$ cat src/rtl/rsb_pkg.sv
`timescale 1ns/1ps
package rsb_pkg;

    localparam int unsigned DW    = 8;
    localparam int unsigned IDX_W = $clog2(DW);

    // flag byte bit positions
    localparam int unsigned FB_S = 7;
    localparam int unsigned FB_Z = 6;
    localparam int unsigned FB_H = 4;
    localparam int unsigned FB_P = 2;
    localparam int unsigned FB_N = 1;
    localparam int unsigned FB_C = 0;

    // bit 0 of the code: 0 = toward msb, 1 = toward lsb
    typedef enum logic [2:0] {
        SH_ROL_C = 3'd0,
        SH_ROR_C = 3'd1,
        SH_ROL_T = 3'd2,
        SH_ROR_T = 3'd3,
        SH_ASL   = 3'd4,
        SH_ASR   = 3'd5,
        SH_SL1   = 3'd6,
        SH_LSR   = 3'd7
    } shop_e;

    typedef enum logic [1:0] {
        GR_SHIFT = 2'd0,
        GR_TEST  = 2'd1,
        GR_CLR   = 2'd2,
        GR_SET   = 2'd3
    } grp_e;

    typedef struct packed {
        logic s;
        logic z;
        logic h;
        logic p;
        logic n;
        logic c;
    } flags_t;

    function automatic logic [7:0] pack_flags(flags_t f);
        logic [7:0] b;
        b       = '0;
        b[FB_S] = f.s;
        b[FB_Z] = f.z;
        b[FB_H] = f.h;
        b[FB_P] = f.p;
        b[FB_N] = f.n;
        b[FB_C] = f.c;
        return b;
    endfunction

endpackage

$ cat src/rtl/rsb_shift_core.sv
`timescale 1ns/1ps
module rsb_shift_core
    import rsb_pkg::*;
#(
    parameter int unsigned W = DW
) (
    input  logic [W-1:0] a_i,
    input  logic         cin_i,
    input  shop_e        op_i,
    output logic [W-1:0] r_o,
    output logic         cout_o
);
    logic toward_lsb;
    logic fill;

    assign toward_lsb = op_i[0];

    // bit entering the vacated end
    always_comb begin
        unique case (op_i)
            SH_ROL_C: fill = a_i[W-1];
            SH_ROR_C: fill = a_i[0];
            SH_ROL_T,
            SH_ROR_T: fill = cin_i;
            SH_ASL:   fill = 1'b0;
            SH_ASR:   fill = a_i[W-1];
            SH_SL1:   fill = 1'b1;
            SH_LSR:   fill = 1'b0;
            default:  fill = 1'b0;
        endcase
    end

    always_comb begin
        if (toward_lsb) begin
            r_o    = {fill, a_i[W-1:1]};
            cout_o = a_i[0];
        end else begin
            r_o    = {a_i[W-2:0], fill};
            cout_o = a_i[W-1];
        end
    end

endmodule

$ cat src/rtl/rsb_bit_core.sv
`timescale 1ns/1ps
module rsb_bit_core
    import rsb_pkg::*;
#(
    parameter int unsigned W  = DW,
    parameter int unsigned IW = $clog2(W)
) (
    input  logic [W-1:0]  a_i,
    input  logic [IW-1:0] idx_i,
    input  grp_e          grp_i,
    output logic [W-1:0]  r_o,
    output logic [W-1:0]  masked_o
);
    logic [W-1:0] mask;

    for (genvar k = 0; k < W; k++) begin : g_mask
        assign mask[k] = (idx_i == IW'(k));
    end

    assign masked_o = a_i & mask;

    always_comb begin
        unique case (grp_i)
            GR_CLR:  r_o = a_i & ~mask;
            GR_SET:  r_o = a_i | mask;
            default: r_o = a_i;
        endcase
    end

endmodule

$ cat src/rtl/rsb_flag_gen.sv
`timescale 1ns/1ps
module rsb_flag_gen
    import rsb_pkg::*;
#(
    parameter int unsigned W = DW
) (
    input  logic [W-1:0] val_i,
    input  logic         c_i,
    input  logic         h_i,
    output flags_t       f_o
);
    always_comb begin
        f_o.s = val_i[W-1];
        f_o.z = (val_i == '0);
        f_o.h = h_i;
        f_o.p = ~^val_i;
        f_o.n = 1'b0;
        f_o.c = c_i;
    end

endmodule

$ cat src/rtl/rsb_unit.sv
`timescale 1ns/1ps
module rsb_unit
    import rsb_pkg::*;
(
    input  logic [7:0] opnd_i,
    input  logic [7:0] flags_i,
    input  logic [1:0] grp_i,
    input  logic [2:0] op_i,
    input  logic [2:0] bit_i,
    output logic [7:0] result_o,
    output logic [7:0] flags_o
);
    grp_e         grp;
    shop_e        shop;
    logic [DW-1:0] sh_res;
    logic          sh_cout;
    logic [DW-1:0] bt_res;
    logic [DW-1:0] bt_masked;
    flags_t        sh_flags;
    flags_t        bt_flags;

    assign grp  = grp_e'(grp_i);
    assign shop = shop_e'(op_i);

    rsb_shift_core #(.W(DW)) u_shift (
        .a_i    (opnd_i),
        .cin_i  (flags_i[FB_C]),
        .op_i   (shop),
        .r_o    (sh_res),
        .cout_o (sh_cout)
    );

    rsb_bit_core #(.W(DW), .IW(IDX_W)) u_bit (
        .a_i      (opnd_i),
        .idx_i    (bit_i),
        .grp_i    (grp),
        .r_o      (bt_res),
        .masked_o (bt_masked)
    );

    rsb_flag_gen #(.W(DW)) u_fl_shift (
        .val_i (sh_res),
        .c_i   (sh_cout),
        .h_i   (1'b0),
        .f_o   (sh_flags)
    );

    rsb_flag_gen #(.W(DW)) u_fl_test (
        .val_i (bt_masked),
        .c_i   (flags_i[FB_C]),
        .h_i   (1'b1),
        .f_o   (bt_flags)
    );

    always_comb begin
        unique case (grp)
            GR_SHIFT: begin
                result_o = sh_res;
                flags_o  = pack_flags(sh_flags);
            end
            GR_TEST: begin
                result_o = bt_res;
                flags_o  = pack_flags(bt_flags);
            end
            default: begin
                result_o = bt_res;
                flags_o  = flags_i;
            end
        endcase
    end

endmodule

$ cat config.mk
export PLATFORM = sky130hd
export DESIGN_NAME = rsb_unit
export DESIGN_NICKNAME = d
export VERILOG_FILES = /design/src/rtl/rsb_pkg.sv /design/src/rtl/rsb_shift_core.sv /design/src/rtl/rsb_bit_core.sv /design/src/rtl/rsb_flag_gen.sv /design/src/rtl/rsb_unit.sv
export SDC_FILE = /design/constraint.sdc
export NUM_CORES = 1
export LEC_CHECK = 0
export BUFFER_PORTS_ARGS = -buffer_cell sky130_fd_sc_hd__clkbuf_2
export CORE_ASPECT_RATIO = 0.9
export CORE_UTILIZATION = 35
export DETAILED_ROUTE_END_ITERATION = 12
export PLACE_DENSITY = 0.65
export SLEW_MARGIN = 25
export SYNTH_ARGS = -nofsm -noshare
export SYNTH_HDL_FRONTEND = slang
export SYNTH_SLANG_ARGS = --single-unit
$ cat constraint.sdc
create_clock -name vclk -period 2.85
set_input_delay 0.285 -clock vclk [all_inputs]
set_output_delay 0.285 -clock vclk [all_outputs]
set_load 0.05 [all_outputs]
======== Yosys cells after proc, flatten, opt, wreduce, memory -nomap -nowiden ========
Index checks and enable logic that the tools add are counted.
cells by class
  bitwise gates (word level) .............. 4
  eq/ne operators ......................... 17
  reduce and logical (&&, ||, !) cells .... 10
  mux-type cells .......................... 6
operators with widths
  kind                                                 count
  case mux 8 bit (2 select lines)                      2
  equality test 3 bit, second input constant           8
  AND 8 bit                                            2
  logical NOT 8 bit                                    2
  two-way mux 8 bit                                    2
  XNOR reduction 8 bit                                 2
  equality test 3 x 2 -> 1 bit, second input constant  4
  NOT 8 bit                                            1
  OR 8 bit                                             1
  equality test 3 x 1 -> 1 bit, second input constant  2
  logical NOT 3 bit                                    2
  OR reduction 2 bit                                   3
  case mux 1 bit (5 select lines)                      1
  equality test 2 bit, second input constant           2
  equality test 2 x 1 -> 1 bit, second input constant  1
  logical NOT 2 bit                                    1
  two-way mux 1 bit                                    1
word-level totals
  register bits ........................... 0
  output and inout bits ................... 16
  input bits .............................. 24

======== Depth between registers and ports, before layout ========
Gate-level depths: netlist of run 1.
  depth in word-level cells ............... 6
  mapped depth ............................ 8
  gate-level depth less buffers ........... 8

======== Hierarchy ========
A second synthesis of run 1 with hierarchy kept.
second synthesis, totals
  cells, all modules ...................... 120
  area total of the unflattened synthesis .. 1022.2 µm²
modules (own cells, without submodules)
  module          times used  area each (µm²)  seq. area each (µm²)  cells each
  rsb_flag_gen    2           148.9            0.0                   21
  rsb_bit_core    1           292.8            0.0                   28
  rsb_unit        1           285.3            0.0                   33
  rsb_shift_core  1           146.4            0.0                   17

======== Worst setup path before layout of run 1 ========
OpenSTA, ideal clock, no wires.
  path kind ............................... input to output
  start point ............................. in op_i[2]
  end point ............................... out flags_o[2]
  slack ................................... -391 ps
  cell stages on the path ................. 8
  arrival ................................. 2956 ps
  required time ........................... 2565 ps
  path through ............................ or3b_1 > a21oi_1 > a21oi_1 > ha_1 > xnor3_1 > xnor2_1 > a211oi_1 > a211oi_1
on the way
  word-level cells in the longest chain between the ends .. 6
  elaborated cells between the ends (all ways) .. 15
ends and longest elaborated chain
  what                                               RTL line              RTL
  from (decl)                                        rsb_unit.sv:8         input logic [2:0] op_i,
  equality test 3 bit, or another cell as far along  rsb_shift_core.sv:20  unique case (op_i)
  OR reduction 2 bit (on tied branches)              n/a
  case mux 1 bit (5 select lines) *                  rsb_shift_core.sv:20
  two-way mux 8 bit *                                rsb_shift_core.sv:34  if (toward_lsb) begin
  XNOR reduction 8 bit *                             rsb_flag_gen.sv:16    f_o.p = ~^val_i;
  case mux 8 bit (2 select lines) *                  rsb_unit.sv:56        unique case (grp)
  to (decl)                                          rsb_unit.sv:11        output logic [7:0] flags_o
Every way passes the cells marked *; elsewhere a longest branch is shown, timed or not.

======== Final worst setup path of run 1 ========
Same ends and word-level chain as after synthesis.

==> results.yml, run 1 <==
sta:
  tns_ns: 0
  drv_slew: 0
  worstMarginPinSlew_ns: 0.4405
  hold_viol: 0
  relSlewSlack_pct: 69.79
  holdWs_ns: 0.9683
  grt_setup_unrepaired: "false"
  setup_viol: 0
  timing.fmax_mhz: 366.7
  finalCriticalPeriod_ns: 2.727
  fin_crit_sh_pct: 95.69
global_route:
  grt_remaining_overflow: 0
  grt_max_degree: 20
  antenna_found_initial: 0
  grt_first_pass_wirelength_mm: 3.491
  track_usage_pct: 19.37
  grt_pass1_vias: 758
synthesis:
  synthTopCellsByArea: "ha_1, mux2i_1, nand2_1"
  synth.top_cell.area_share_pct: 11.97
  netlist_area_um2: 732.0
  synth-warning-count: 0
  ys_types: 35
  seq_area_frac_synth_pct: 0
  syn_avg_cell_area_um2: 6.905
  synth_common_cells: "nand2_1, mux2i_1, ha_1, nand3_1, nor2_1"
  syn_inst: 106
  synth_top_area_cell: "ha_1"
  yosysMostFrequentCell: "nand2_1"
  synth_fp_nets: 137
worst_setup_path:
  worstSetupPathType: "in -> out"
  critPathArrivalTime_ns: 2.44
  worst_ep_required_time_ns: 2.57
  endpoint_kind: "output port"
  max_stage_delay_ns: 0.42
  start_kind: "primary input"
  cp_max_fo: 5
  crit_chain: "clkbuf_2 > or3b_1 > a21oi_1 > a21oi_1 > ha_1 > xnor3_1 > xnor2_2 > a211oi_1 > a211oi_2 > clkbuf_4"
  cp_slowest_cell: "xnor3_1"
  cpMostUsedCell: "a21oi_1"
clock_network:
  hold_buffers: 0
floorplanning:
  fp.dieH_um: 45.39
  die_area_um2: 2279
  rows: 15
  start_util_pct: 37.86
  die_x_um: 50.21
  core_um2: 1933
  num_io_pins: 40
routing:
  drc_errors: 0
  postRouteAntennaNets: 0
  firstDrtPassIters: 3
  drtIter0Drc: 5
  wire_per_inst_um: 13.22
  routed_via_density: 5.695
  wl_mm: 2.168
  num_vias: 934
power:
  power.density_nw_per_um2: 263.1
  p_leak_nw: 0.4772
  peakVddDrop_mv: 0.1202
placement:
  dp_hpwl_mm: 1.789
  gp_congestion: 0.8305
  io_buffers: 40
cells_and_area:
  multi_input_area_um2: 699.4
  n_antenna_cell: 0
  syn2layout_area_growth_pct: 29.57
  nNetsFinal: 172
  fillers: 218
  num-clock-buffers: 0
  seqCellArea_um2: 0
  seq_cells: 0
  layout-drive-gt1-share_pct: 32.37
worst_hold_path:
  hp-class: "in -> out"
status:
  status: "completed"
job:
  cap_violations: 0
==> worst max-delay path: cells and delay by family <==
family	cells	cell delay (ns)
compound gates	4	0.51
xor+xnor	2	0.61
simple gates	1	0.38
fa+ha+maj	1	0.30
buf+inv	2	0.36
==> per-layer routing <==
metal  part of all wire (%)  wire [µm]  track usage [%]  up-vias
li1                       -          -                -      473
met1                     48       1036            26.10      430
met2                     47       1011            35.47       29
met3                    4.5         97           0.6667        2
met4                    1.1         23            2.286        0
met5                      0          0                0        -
==> cells in the final DEF, fill, tap and decap left out, drive strengths merged, types with 3 or more instances in the layout <==
cell type and count:
nand2 13, and2 3, ha 7, o221ai 3, clkbuf 40, mux2i 8
nand3 7, nand3b 5, o21ai 6, a21o 5, o211ai 5, nor2 7
nand4b 3
==> final cells by class <==
| class | count | share of cell area, % |
|---|---|---|
| multi-input combinational | 96 | 73.75 |
| timing repair buffer | 41 | 22.16 |
| tap | 25 | 3.298 |
| inverter | 2 | 0.7916 |
==> what timing repair did <==
action,CTS,global route
gates resized for setup,0,3
buffers inserted,0,0
setup endpoints to repair,0,1
==> metrics by stage <==
stage / total power, mW / cells / instance area [µm²] / worst slack [ns] / utilization (%)
after global placement: 0.2365 / 164 / 938.4 / 0.09968 / 48.54
after CTS: 0.2407 / 164 / 938.4 / 0.04970 / 48.54
after detailed placement: 0.2403 / 164 / 938.4 / 0.05571 / 48.54
after floorplan: 0.1815 / 106 / 737.0 / 0.04059 / -
after global routing: 0.2672 / 164 / 948.4 / 0.008745 / 49.06
final: 0.2495 / 164 / 948.4 / 0.1228 / 49.06
==> report_power, final <==
part / total (mW) / switching [mW] / leakage, nW / internal [mW]
Combinational: 0.250 / 0.162 / 0.477 / 0.0875
Clock: 0 / 0 / 0 / 0
Sequential: 0 / 0 / 0 / 0
==> logic make-up after synthesis <==
family          share of synthesized area, %
mux                                    10.94
buf+inv                                6.152
simple gates                           34.87
compound gates                         28.21
fa+ha+maj                              11.97
xor+xnor                               7.864
==> path summary, 6_finish.rpt <==
path | startpoint | slack (ns) | cells past startpoint | endpoint
hold / removal | flags_i[4] | 0.97 | 4 | flags_o[4]
setup / recovery | op_i[2] | 0.12 | 10 | flags_o[2]
Power figures use the tool's default switching activity.
==> inputs of run 2 (changes only) <==
Settings changed: CORE_UTILIZATION 35 to 48, PLACE_DENSITY 0.65 to 0.85.
==> results.yml, run 2 (synthesized netlist as in run 1, its figures left out) <==
global_route:
  track_usage_pct: 25.99
  grt_first_pass_wirelength_mm: 3.415
  grt_max_degree: 20
  grt_pass1_vias: 753
  grtUsageMet2_pct: 49.25
  use_met3_pct: 0
  antenna_found_initial: 0
  top_usage_layer: "met2"
  gr-usage-met1_pct: 35.23
  grt_remaining_overflow: 0
worst_hold_path:
  hold_start: "flags_i[4]"
  hp-class: "in -> out"
  hold_end: "flags_o[4]"
  min_path_cells: 4
worst_setup_path:
  max_stage_delay_ns: 0.41
  worstSetupPathType: "in -> out"
  endpoint_kind: "output port"
  crit_chain: "clkbuf_2 > or3b_1 > a21oi_1 > a21oi_1 > ha_1 > xnor3_1 > xnor2_2 > a211oi_1 > a211oi_2 > buf_6"
  cpMostUsedCell: "a21oi_1"
  cp_max_fo: 5
  worst_ep_required_time_ns: 2.57
  start_kind: "primary input"
  critPathArrivalTime_ns: 2.43
  cp_slowest_cell: "xnor3_1"
placement:
  gp_congestion: 0.8484
  dp_hpwl_mm: 1.745
  io_buffers: 40
cells_and_area:
  layout-drive-gt1-share_pct: 32.37
  layout_common_cells: "clkbuf_2, nand2_1, mux2i_1"
  fin_util_pct: 71.02
  n_antenna_cell: 0
  seqCellArea_um2: 0
  seq_cells: 0
  final_common_cell: "clkbuf_2"
  num-clock-buffers: 0
  syn2layout_area_growth_pct: 28.21
  nNetsFinal: 172
power:
  internal_power_mw: 0.08988
  pwr-share-clk_pct: 0
  peakVddDrop_mv: 0.1782
  comb_power_share_pct: 100.0
  total_power_mw: 0.2543
  p_leak_nw: 0.4784
  power_switching_share_pct: 64.66
  power.density_nw_per_um2: 271.0
  switchingPower_mw: 0.1644
  seqPwrFrac_pct: 0
sta:
  fin_crit_sh_pct: 95.43
  hold_viol: 0
  drv_slew: 0
  finalCriticalPeriod_ns: 2.720
  timing.fmax_mhz: 367.7
  worstMarginPinSlew_ns: 0.4212
  tns_ns: 0
  relSlewSlack_pct: 71.11
  setup_viol: 0
routing:
  num_vias: 946
  routed_via_density: 6.183
  wire_per_inst_um: 13.98
  drc_errors: 0
  drtIter0Drc: 16
  wl_mm: 2.139
  firstDrtPassIters: 4
  postRouteAntennaNets: 0
floorplanning:
  start_util_pct: 55.40
  rows: 12
  core_um2: 1321
  fp.dieH_um: 39.05
  die_area_um2: 1685
  num_io_pins: 40
  die_x_um: 43.16
job:
  cap_violations: 0
clock_network:
  post_cts_buffers: 0
status:
  status: "completed"
[run 2: worst max path at each step]
stage / startpoint / end / slack, ns / cells past startpoint
floorplan: op_i[2] / flags_o[2] / 0.04 / 8
global placement: op_i[2] / flags_o[2] / 0.08 / 10
detailed placement: op_i[2] / flags_o[2] / -0.04 / 10
CTS: op_i[2] / flags_o[2] / 0.0005 / 10
global route: op_i[2] / flags_o[2] / -0.003 / 10
finish: op_i[2] / flags_o[2] / 0.13 / 10
[run 2: worst max-delay path, delay by kind of cell]
kind                     cells  cell delay [ns]
XOR/XNOR                     2             0.62
AO/OA/AOI/OAI                4             0.55
AND/OR/NAND/NOR              1             0.37
buffers and inverters        2             0.30
adder cells (fa/ha/maj)      1             0.29
[run 2: metal layers]
| layer | vias to the layer above | share of wire [%] |
|---|---|---|
| li1 | 469 | - |
| met1 | 437 | 46 |
| met2 | 40 | 49 |
| met3 | 0 | 4.8 |
| met4 | 0 | 0 |
| met5 | - | 0 |
[run 2: metrics by stage]
stage,cells,setup WS (ns),instance area [µm²],hold slack (ns)
2_1_floorplan,106,0.04059,737.0,0.8351
3_3_place_gp,153,0.07873,924.6,0.9682
3_5_place_dp,153,-0.04181,924.6,0.9762
4_1_cts,153,0.0005229,927.1,0.9762
5_1_grt,153,-0.002524,938.4,0.9827
6_report,153,0.1302,938.4,0.9734
[run 2: cell type report]
type / instances / area, µm²
fill: 121 / 382.9
inverter: 2 / 7.507
multi-input combinational: 96 / 699.4
tap: 14 / 17.52
timing repair buffer: 41 / 214.0
[run 2: power groups by stage]
stage	clock network [mW]	registers [mW]	logic, mW
CTS	0	0	0.244
global route	0	0	0.272
detailed placement	0	0	0.241
global placement	0	0	0.234
floorplan	0	0	0.182
finish	0	0	0.254
[run 2: what timing repair did]
action,in CTS,in global routing
pin swaps,0,1
endpoints found under the setup margin,1,1
cloned,0,0
hold buffers,0,0
gates resized for setup,1,3
